## config.mk

```make
export PLATFORM = sky130hd
export DESIGN_NAME = rtc_regfile
export DESIGN_NICKNAME = d
export VERILOG_FILES = /design/src/rtl/rtc_pkg.sv /design/src/rtl/rtc_prescaler.sv /design/src/rtl/rtc_timekeep.sv /design/src/rtl/rtc_ctrl.sv /design/src/rtl/rtc_regfile.sv
export SDC_FILE = /design/constraint.sdc
export NUM_CORES = 1
export LEC_CHECK = 0
export ABC_AREA = 0
export BUFFER_PORTS_ARGS = -buffer_cell sky130_fd_sc_hd__buf_2
export CORE_ASPECT_RATIO = 1.25
export CORE_MARGIN = 5
export CORE_UTILIZATION = 35
export DETAILED_ROUTE_END_ITERATION = 16
export PLACE_DENSITY = 0.57
export SLEW_MARGIN = 15
export SYNTH_ARGS = -nofsm -noshare
export SYNTH_HDL_FRONTEND = slang
export SYNTH_HIERARCHICAL = 1
export SYNTH_SLANG_ARGS = --single-unit
```

## constraint.sdc

```tcl
create_clock -name clk_i -period 3.2 [get_ports clk_i]
set_input_delay 0.64 -clock clk_i [delete_from_list [all_inputs] [get_ports clk_i]]
set_output_delay 0.64 -clock clk_i [all_outputs]
set_load 0.1 [all_outputs]
```

## src/rtl/rtc_pkg.sv

```systemverilog
package rtc_pkg;
  localparam logic [7:0] IDX_SEC  = 8'h00;
  localparam logic [7:0] IDX_MIN  = 8'h02;
  localparam logic [7:0] IDX_HOUR = 8'h04;
  localparam logic [7:0] IDX_DOW  = 8'h06;
  localparam logic [7:0] IDX_DOM  = 8'h07;
  localparam logic [7:0] IDX_MON  = 8'h08;
  localparam logic [7:0] IDX_YEAR = 8'h09;
  localparam logic [7:0] IDX_CA   = 8'h0A;
  localparam logic [7:0] IDX_CB   = 8'h0B;
  localparam logic [7:0] IDX_CC   = 8'h0C;
  localparam logic [7:0] IDX_CD   = 8'h0D;

  localparam logic [7:0] CA_RATE  = 8'h26;  // 32.768 kHz base | 1024 Hz rate
  localparam logic [7:0] CB_MODE  = 8'h46;  // periodic en | binary | 24 h
  localparam logic [7:0] CB_PIE   = 8'h40;
  localparam logic [7:0] CB_SQW   = 8'h08;
  localparam logic [7:0] CB_REQ   = 8'h06;
  localparam int unsigned CB_PIE_BIT = 6;

  localparam logic [7:0] MAX_SEC = 8'd59;
  localparam logic [7:0] MAX_MIN = 8'd59;

  typedef struct packed {
    logic [7:0] sec;
    logic [7:0] min;
    logic [7:0] hour;
    logic [7:0] dow;   // zero-based
    logic [7:0] dom;
    logic [7:0] mon;
    logic [7:0] year;
  } rtc_time_t;
endpackage

```

## src/rtl/rtc_prescaler.sv

```systemverilog
module rtc_prescaler #(
  parameter int unsigned TICKS_PER_SEC = 1024
) (
  input  logic clk_i,
  input  logic rst_ni,
  input  logic tick_i,
  input  logic clr_i,
  output logic step_o
);
  generate
    if (TICKS_PER_SEC > 1) begin : g_cnt
      localparam int unsigned CW = $clog2(TICKS_PER_SEC);
      localparam logic [CW-1:0] LAST = CW'(TICKS_PER_SEC - 1);
      logic [CW-1:0] cnt_q;

      assign step_o = tick_i && (cnt_q == LAST);

      always_ff @(posedge clk_i or negedge rst_ni) begin
        if (!rst_ni)      cnt_q <= '0;
        else if (clr_i)   cnt_q <= '0;
        else if (tick_i)  cnt_q <= step_o ? '0 : cnt_q + 1'b1;
      end
    end else begin : g_pass
      logic unused_pass;
      assign unused_pass = ^{clk_i, rst_ni, clr_i};
      assign step_o = tick_i;
    end
  endgenerate
endmodule

```

## src/rtl/rtc_timekeep.sv

```systemverilog
module rtc_timekeep
  import rtc_pkg::*;
(
  input  logic       clk_i,
  input  logic       rst_ni,
  input  logic       wr_i,
  input  logic [7:0] idx_i,
  input  logic [7:0] wdata_i,
  input  logic       step_i,
  output logic       sec_wr_o,
  output rtc_time_t  time_o
);
  rtc_time_t t_q, t_d;

  assign sec_wr_o = wr_i && (idx_i == IDX_SEC);

  always_comb begin
    t_d = t_q;
    // a seconds write restarts the count and wins over a step
    if (step_i && !sec_wr_o) begin
      if (t_q.sec >= MAX_SEC) begin
        t_d.sec = '0;
        t_d.min = (t_q.min >= MAX_MIN) ? 8'd0 : t_q.min + 8'd1;
      end else begin
        t_d.sec = t_q.sec + 8'd1;
      end
    end
    if (wr_i) begin
      unique case (idx_i)
        IDX_SEC:  t_d.sec  = wdata_i;
        IDX_MIN:  t_d.min  = wdata_i;
        IDX_HOUR: t_d.hour = wdata_i;
        IDX_DOW:  t_d.dow  = wdata_i - 8'd1;
        IDX_DOM:  t_d.dom  = wdata_i;
        IDX_MON:  t_d.mon  = wdata_i;
        IDX_YEAR: t_d.year = wdata_i;
        default: ;
      endcase
    end
  end

  always_ff @(posedge clk_i or negedge rst_ni) begin
    if (!rst_ni) t_q <= '0;
    else         t_q <= t_d;
  end

  assign time_o = t_q;
endmodule

```

## src/rtl/rtc_ctrl.sv

```systemverilog
module rtc_ctrl
  import rtc_pkg::*;
(
  input  logic       clk_i,
  input  logic       rst_ni,
  input  logic       rd_i,
  input  logic       wr_i,
  input  logic [7:0] idx_i,
  input  logic [7:0] wdata_i,
  input  logic       tick_i,
  output logic       uip_o,
  output logic       per_en_o,
  output logic       err_o,
  output logic       pirq_o
);
  logic hit_a, hit_b, hit_cd;
  logic bad_a, bad_b, bad;
  logic b_ok;
  logic uip_q, per_en_q, err_q, pirq_q;

  assign hit_a  = idx_i == IDX_CA;
  assign hit_b  = idx_i == IDX_CB;
  assign hit_cd = (idx_i == IDX_CC) || (idx_i == IDX_CD);

  assign bad_a = wdata_i != CA_RATE;
  assign bad_b = (wdata_i & ~(CB_PIE | CB_SQW)) != CB_REQ;
  assign bad   = wr_i && ((hit_a && bad_a) || (hit_b && bad_b) || hit_cd);
  assign b_ok  = wr_i && hit_b && !bad_b;

  always_ff @(posedge clk_i or negedge rst_ni) begin
    if (!rst_ni) begin
      uip_q    <= 1'b0;
      per_en_q <= 1'b1;
      err_q    <= 1'b0;
      pirq_q   <= 1'b0;
    end else begin
      if (rd_i && hit_a) uip_q <= ~uip_q;
      if (b_ok) per_en_q <= wdata_i[CB_PIE_BIT];
      err_q  <= bad;
      pirq_q <= tick_i && per_en_q;
    end
  end

  assign uip_o    = uip_q;
  assign per_en_o = per_en_q;
  assign err_o    = err_q;
  assign pirq_o   = pirq_q;
endmodule

```

## src/rtl/rtc_regfile.sv

```systemverilog
module rtc_regfile
  import rtc_pkg::*;
#(
  parameter int unsigned TICKS_PER_SEC = 1024
) (
  input  logic       clk_i,
  input  logic       rst_ni,
  input  logic       sel_i,
  input  logic       rd_i,
  input  logic       wr_i,
  input  logic [7:0] wdata_i,
  input  logic       tick_i,
  output logic [7:0] rdata_o,
  output logic       pirq_o,
  output logic       err_o
);
  logic [7:0] idx_q;
  logic       data_wr, data_rd;
  logic       sec_step, sec_wr;
  logic       uip, per_en;
  rtc_time_t  tm_q;
  logic [7:0] data_mux;

  assign data_wr = wr_i && sel_i;
  assign data_rd = rd_i && sel_i;

  always_ff @(posedge clk_i or negedge rst_ni) begin
    if (!rst_ni)            idx_q <= '0;
    else if (wr_i && !sel_i) idx_q <= wdata_i;
  end

  rtc_prescaler #(.TICKS_PER_SEC(TICKS_PER_SEC)) u_pre (
    .clk_i  (clk_i),
    .rst_ni (rst_ni),
    .tick_i (tick_i),
    .clr_i  (sec_wr),
    .step_o (sec_step)
  );

  rtc_timekeep u_time (
    .clk_i    (clk_i),
    .rst_ni   (rst_ni),
    .wr_i     (data_wr),
    .idx_i    (idx_q),
    .wdata_i  (wdata_i),
    .step_i   (sec_step),
    .sec_wr_o (sec_wr),
    .time_o   (tm_q)
  );

  rtc_ctrl u_ctrl (
    .clk_i    (clk_i),
    .rst_ni   (rst_ni),
    .rd_i     (data_rd),
    .wr_i     (data_wr),
    .idx_i    (idx_q),
    .wdata_i  (wdata_i),
    .tick_i   (tick_i),
    .uip_o    (uip),
    .per_en_o (per_en),
    .err_o    (err_o),
    .pirq_o   (pirq_o)
  );

  always_comb begin
    unique case (idx_q)
      IDX_SEC:  data_mux = tm_q.sec;
      IDX_MIN:  data_mux = tm_q.min;
      IDX_HOUR: data_mux = tm_q.hour;
      IDX_DOW:  data_mux = tm_q.dow + 8'd1;
      IDX_DOM:  data_mux = tm_q.dom;
      IDX_MON:  data_mux = tm_q.mon;
      IDX_YEAR: data_mux = tm_q.year;
      IDX_CA:   data_mux = {uip, 7'b0} | CA_RATE;
      IDX_CB:   data_mux = CB_MODE;
      default:  data_mux = 8'h00;
    endcase
  end

  assign rdata_o = sel_i ? data_mux : idx_q;
endmodule

```

==> flow_summary.ini, run 1 <==
[run_status]
status = finished clean

[setup_path]
worstPathMaxFanout = 7
r2r_cells = 8
worst-r2r-setup-slack_ns = 0.70
r2r-start = u_pre/g_cnt.cnt_q[0]
r2r-end = u_time/time_o[44]
worstSetupEndpoint = rdata_o[3]
critical_path_required_ns = 2.56
critPathLaunchType = register
arrival_ns = 2.46
endpoint_kind = output pin
setup.worst_path.start = idx_q[4]
path_class = register to output pin

[global_routing]
grt_busiest_layer = met2
grt_max_degree = 79
track_usage = 0.169
grt_antenna_before_repair = 0
met3_usage = 0.0369
grt_first_pass_wirelength_um = 20100
grtUsageMet2 = 0.276
grt.met1_usage = 0.215
grt_pass1_vias = 3627
grt.overflow.total = 0

[die]
core_area_um2 = 12700
rows = 46
die_w_um = 112
start_util = 0.357
ios = 24
dieHeight_um = 137
die_area_um2 = 15400

[power]
max-vdd-ir-drop_mv = 0.269
p_leak_uw = 0.00219
power_density_nw_per_um2 = 575
power_uw = 3020

[cts]
htree_levels = 3
clk_latency_ns = 0.34
cts_tree = done
cts_hold_buf = 0
cts.sinks = 78
clk_pin_slew_ns = 0.06
clockBufferDepth = 2
cts_buffers = 9
cts_root_buffer = clkbuf_16

[timing]
min_period_ns = 3.10
relSlewSlack = 0.330
worstMarginPinSlew_ns = 1.00
period_share = 0.970
rsz0062_at_grt = false
skew_ns = 0.00909
finalHoldViolCount = 0
fmax_mhz = 322
finalMaxSlewViolations = 0
hold_ws_ns = 0.454
finalSetupViolCount = 0

[route]
drc_errors = 0
drt_iter0_drc = 325
viasPerCell = 5.72
num_vias = 3690
drt_pass1_iterations = 5
ant_nets = 0
wl_per_cell_um = 19.5
drt_wl_total_um = 12600

[yosys]
synth_warnings = 6
synthesis.area_per_instance_um2 = 10.0
synthFlopType = dfrtp_1
ys_ff_latch = 78
syn_inst = 453
yosys.area.top_type = dfrtp_1
synth_cell_types = 73
synth_area_um2 = 4550
synth_edf_count = 0
synth_most_common_cell = dfrtp_1
synth.top_cells.by_count = dfrtp_1 (77), nand2_1 (55), mux2_2 (36)
async_flop_share = 1.00
synth_area_leaders = dfrtp_1 (42%), mux2_2 (8.9%), nand2_1 (4.5%)
synth_nets = 472
synth_top_cell_area_share = 0.424
yosysSeqAreaShare = 0.430

[run]
drv_cap = 0

[cells_and_area]
instances_no_fill = 645
multi_input_area_um2 = 2450
fin_nets = 491
antenna_cells = 0
fillers = 1228
drive_above_1_share = 0.220
seqCellArea_um2 = 1960
area.growth.synth_to_final_pct = 15.5

[place]
portBuffers = 23
dp_hpwl_um = 8940
globalplace.congestion = 0.886
post-place-cells = 629

[min_path]
hp-class = input pin to async pin
-- cells by family after synthesis --
| group | synth area share |
|---|---|
| compound gates | 0.144 |
| xor+xnor | 0.0308 |
| fa+ha+maj | 0.0138 |
| buf+inv | 0.0319 |
| flops | 0.430 |
| mux | 0.121 |
| simple gates | 0.229 |
-- worst max-delay path, cell delays in order, from the launching register on --
cell      delay [ns]
dfrtp_2         0.48
or4_1           0.70
or3_1           0.45
o221ai_1        0.28
buf_12          0.22
-- power by group --
part / switching [uW] / internal (uW)
combinational: 352 / 232
clock: 404 / 761
sequential: 172 / 1100
total: 927 / 2090
-- final cells by class --
type | instances | share of cell area
Multi-Input combinational cell | 342 | 0.466
Sequential cell | 78 | 0.373
Timing Repair Buffer | 33 | 0.0510
Clock buffer | 10 | 0.0436
Tap cell | 168 | 0.0400
Clock inverter | 6 | 0.0210
Inverter | 8 | 0.00572
-- sequential cells by signal (all words and copies together) (netlist names) --
name and count:
u_ctrl/err_o 1, u_ctrl/uip_o 1, idx_q 8, u_time/time_o 56
u_ctrl/per_en_o 1, u_pre/g_cnt.cnt_q 10, u_ctrl/pirq_o 1
-- metrics by stage --
stage	setup WS, ns	instance area [um^2]	TNS (ns)	util
6_report	0.0971	5250	0	0.413
3_3_place_gp	0.488	4910	0	0.386
4_1_cts	0.0850	5250	0	0.413
3_5_place_dp	0.450	4910	0	0.386
5_1_grt	0.00705	5250	0	0.413
2_1_floorplan	-0.552	4550	-2.49	-
-- timing repair --
| item | in CTS | in global routing |
|---|---|---|
| resized for setup | 0 | 1 |
| setup endpoints to repair | 0 | 1 |
| setup buffers | 0 | 0 |
-- layer usage --
| metal | vias up | wire (um) |
|---|---|---|
| li1 | 1719 | - |
| met1 | 1813 | 5310 |
| met2 | 120 | 5980 |
| met3 | 38 | 751 |
| met4 | 0 | 520 |
| met5 | - | 0 |
-- cell usage in the layout (no fill, tap or decap), drive strengths merged, types with 11 or more instances in the layout --
master,Yosys,final
nor3,11,11
nor2,22,22
dfrtp,77,77
a31oi,12,12
o21ai,26,26
nand2,56,56
mux2i,11,11
nand3,18,18
mux2,37,37
buf,6,33
-- worst min path at each step --
stage                     slack (ns)           endpoint        startpoint
after floorplan                 0.34           idx_q[0]            rst_ni
after global placement          0.47   u_time/time_o[9]  u_time/time_o[9]
after detailed placement        0.47       u_ctrl/uip_o      u_ctrl/uip_o
after CTS                       0.48       u_ctrl/uip_o      u_ctrl/uip_o
after global routing            0.51       u_ctrl/uip_o      u_ctrl/uip_o
final                           0.45  u_time/time_o[12]            rst_ni
Power figures use the tool's default switching activity.
==> inputs of run 2 (changes only) <==
==> constraint.sdc (replaced) <==
create_clock -name clk_i -period 3 [get_ports clk_i]
set_input_delay 0.6 -clock clk_i [delete_from_list [all_inputs] [get_ports clk_i]]
set_output_delay 0.6 -clock clk_i [all_outputs]
set_load 0.1 [all_outputs]
==> run 2 against run 1 <==
  * Die area unchanged
  * Critical path type unchanged
  * Largest power group unchanged
  * Cell count up 1.7%
  * Largest cell class unchanged
  * Wire length up 3.6%
  * Clock power down 8%
==> flow_summary.ini, run 2 (synthesis results as in run 1) <==
[die]
die_w_um = 112
start_util = 0.357
dieHeight_um = 137
ios = 24
core_area_um2 = 12700
die_area_um2 = 15400
rows = 46

[timing]
min_period_ns = 2.94
skew_ns = 0.00715
period_share = 0.981
finalSetupViolCount = 0
finalHoldViolCount = 0
finalMaxSlewViolations = 0
fmax_mhz = 340
worstMarginPinSlew_ns = 0.756
relSlewSlack = 0.495
hold_ws_ns = 0.295
rsz0062_at_grt = true

[setup_path]
arrival_ns = 2.34
critPathSlowestCell = dfrtp_1
endpoint_kind = output pin
path_class = register to output pin
critPathLaunchType = register
worstPathMaxFanout = 12
slowest_delay_ns = 0.50
critical_path_required_ns = 2.40
cp_cell_sequence = buf_4 -> and4b_1 -> a2111o_1 -> a211oi_1 -> o211ai_1 -> buf_2

[cells_and_area]
drive_above_1_share = 0.264
largest_reg_flops = 56
final_area_um2 = 5420
antenna_cells = 0
fin_nets = 502
area.growth.synth_to_final_pct = 19.2
final_cell_mix = dfrtp_1 (72), nand2_1 (55), mux2_2 (36)
final_common_cell = dfrtp_1

[place]
post_dp_cell_area_um2 = 5080
portBuffers = 23
globalplace.congestion = 0.966
dp_hpwl_um = 9260

[min_path]
hp-class = input pin to async pin

[cts]
clockBufferDepth = 2
cts_buffers = 9
clk_latency_ns = 0.34
cts_root_buffer = clkbuf_16
cts.sinks = 78
cts_hold_buf = 0
htree_levels = 3
cts_tree = done
clk_pin_slew_ns = 0.07

[global_routing]
grt_first_pass_wirelength_um = 20800
grt_pass1_vias = 3690
grtUsageMet2 = 0.304
met3_usage = 0.0369
grt_busiest_layer = met2
grt_max_degree = 48
grt.overflow.total = 0
grt.met1_usage = 0.206
grt_antenna_before_repair = 0
track_usage = 0.174

[power]
switching_share = 0.344
p_seq_frac = 0.438
p_clk_frac = 0.346
p_switching_uw = 1060
max-vdd-ir-drop_mv = 0.249
power_density_nw_per_um2 = 572
pwr-share-comb = 0.216
p_leak_uw = 0.00224
intPower_uw = 2030

[route]
drt_wl_total_um = 13000
num_vias = 3702
drt_pass1_iterations = 4
viasPerCell = 5.64
wl_per_cell_um = 19.8
ant_nets = 0
drt_iter0_drc = 307
drc_errors = 0

[run_status]
status = finished clean

[run]
drv_cap = 0
## run 2: path summary, 6_finish.rpt
check	slack, ns	depth (start not counted)	start	to
min reg2reg	0.48	2	u_time/time_o[8]	u_time/time_o[8]
max in group asynchronous	2.04	2	rst_ni	u_ctrl/per_en_o
min in group clk_i	0.48	2	u_time/time_o[8]	u_time/time_o[8]
min	0.29	1	rst_ni	u_time/time_o[16]
max reg2reg	0.47	8	u_pre/g_cnt.cnt_q[0]	u_time/time_o[44]
max	0.06	6	idx_q[3]	rdata_o[6]
## run 2: area by class of cell
class / instances / area [um^2]
Timing Repair Buffer: 44 / 380
Sequential cell: 78 / 1960
Clock buffer: 9 / 225
Inverter: 8 / 30.0
Multi-Input combinational cell: 342 / 2550
Tap cell: 168 / 210
Fill cell: 1240 / 7300
Clock inverter: 7 / 63.8
## run 2: per-stage QoR
step	cells	TNS (ns)	total power [uW]	utilization	setup slack, ns
floorplan	453	-0.494	1780	-	-0.348
global placement	639	0	2010	0.400	0.329
detailed placement	639	0	2030	0.400	0.334
CTS	655	0	3100	0.423	0.0192
global route	656	-0.00760	3240	0.426	-0.00525
finish	656	0	3100	0.426	0.0563
## run 2: critical path, delay by kind of cell, from the launching register on
kind / cells / cell delay (ns)
compound gates: 3 / 0.76
buf+inv: 2 / 0.54
flops: 1 / 0.50
simple gates: 1 / 0.21
## run 2: what timing repair did
action / CTS / global route
resized for setup: 3 / 7
setup endpoints to repair: 6 / 7
pin swaps: 0 / 1
setup buffers: 0 / 1
## run 2: metal layers
| layer | part of all wire | wire, um | vias up |
|---|---|---|---|
| li1 | - | - | 1737 |
| met2 | 0.50 | 6490 | 107 |
| met1 | 0.42 | 5420 | 1829 |
| met3 | 0.047 | 610 | 29 |
| met4 | 0.038 | 495 | 0 |
| met5 | 0 | 0 | - |
## run 2: power groups by stage
stage	combinational, uW	sequential, uW	clock, uW
after floorplan	477	1310	0
after global placement	648	1360	0
after detailed placement	658	1370	0
after CTS	662	1350	1090
after global routing	724	1380	1140
final	670	1360	1070
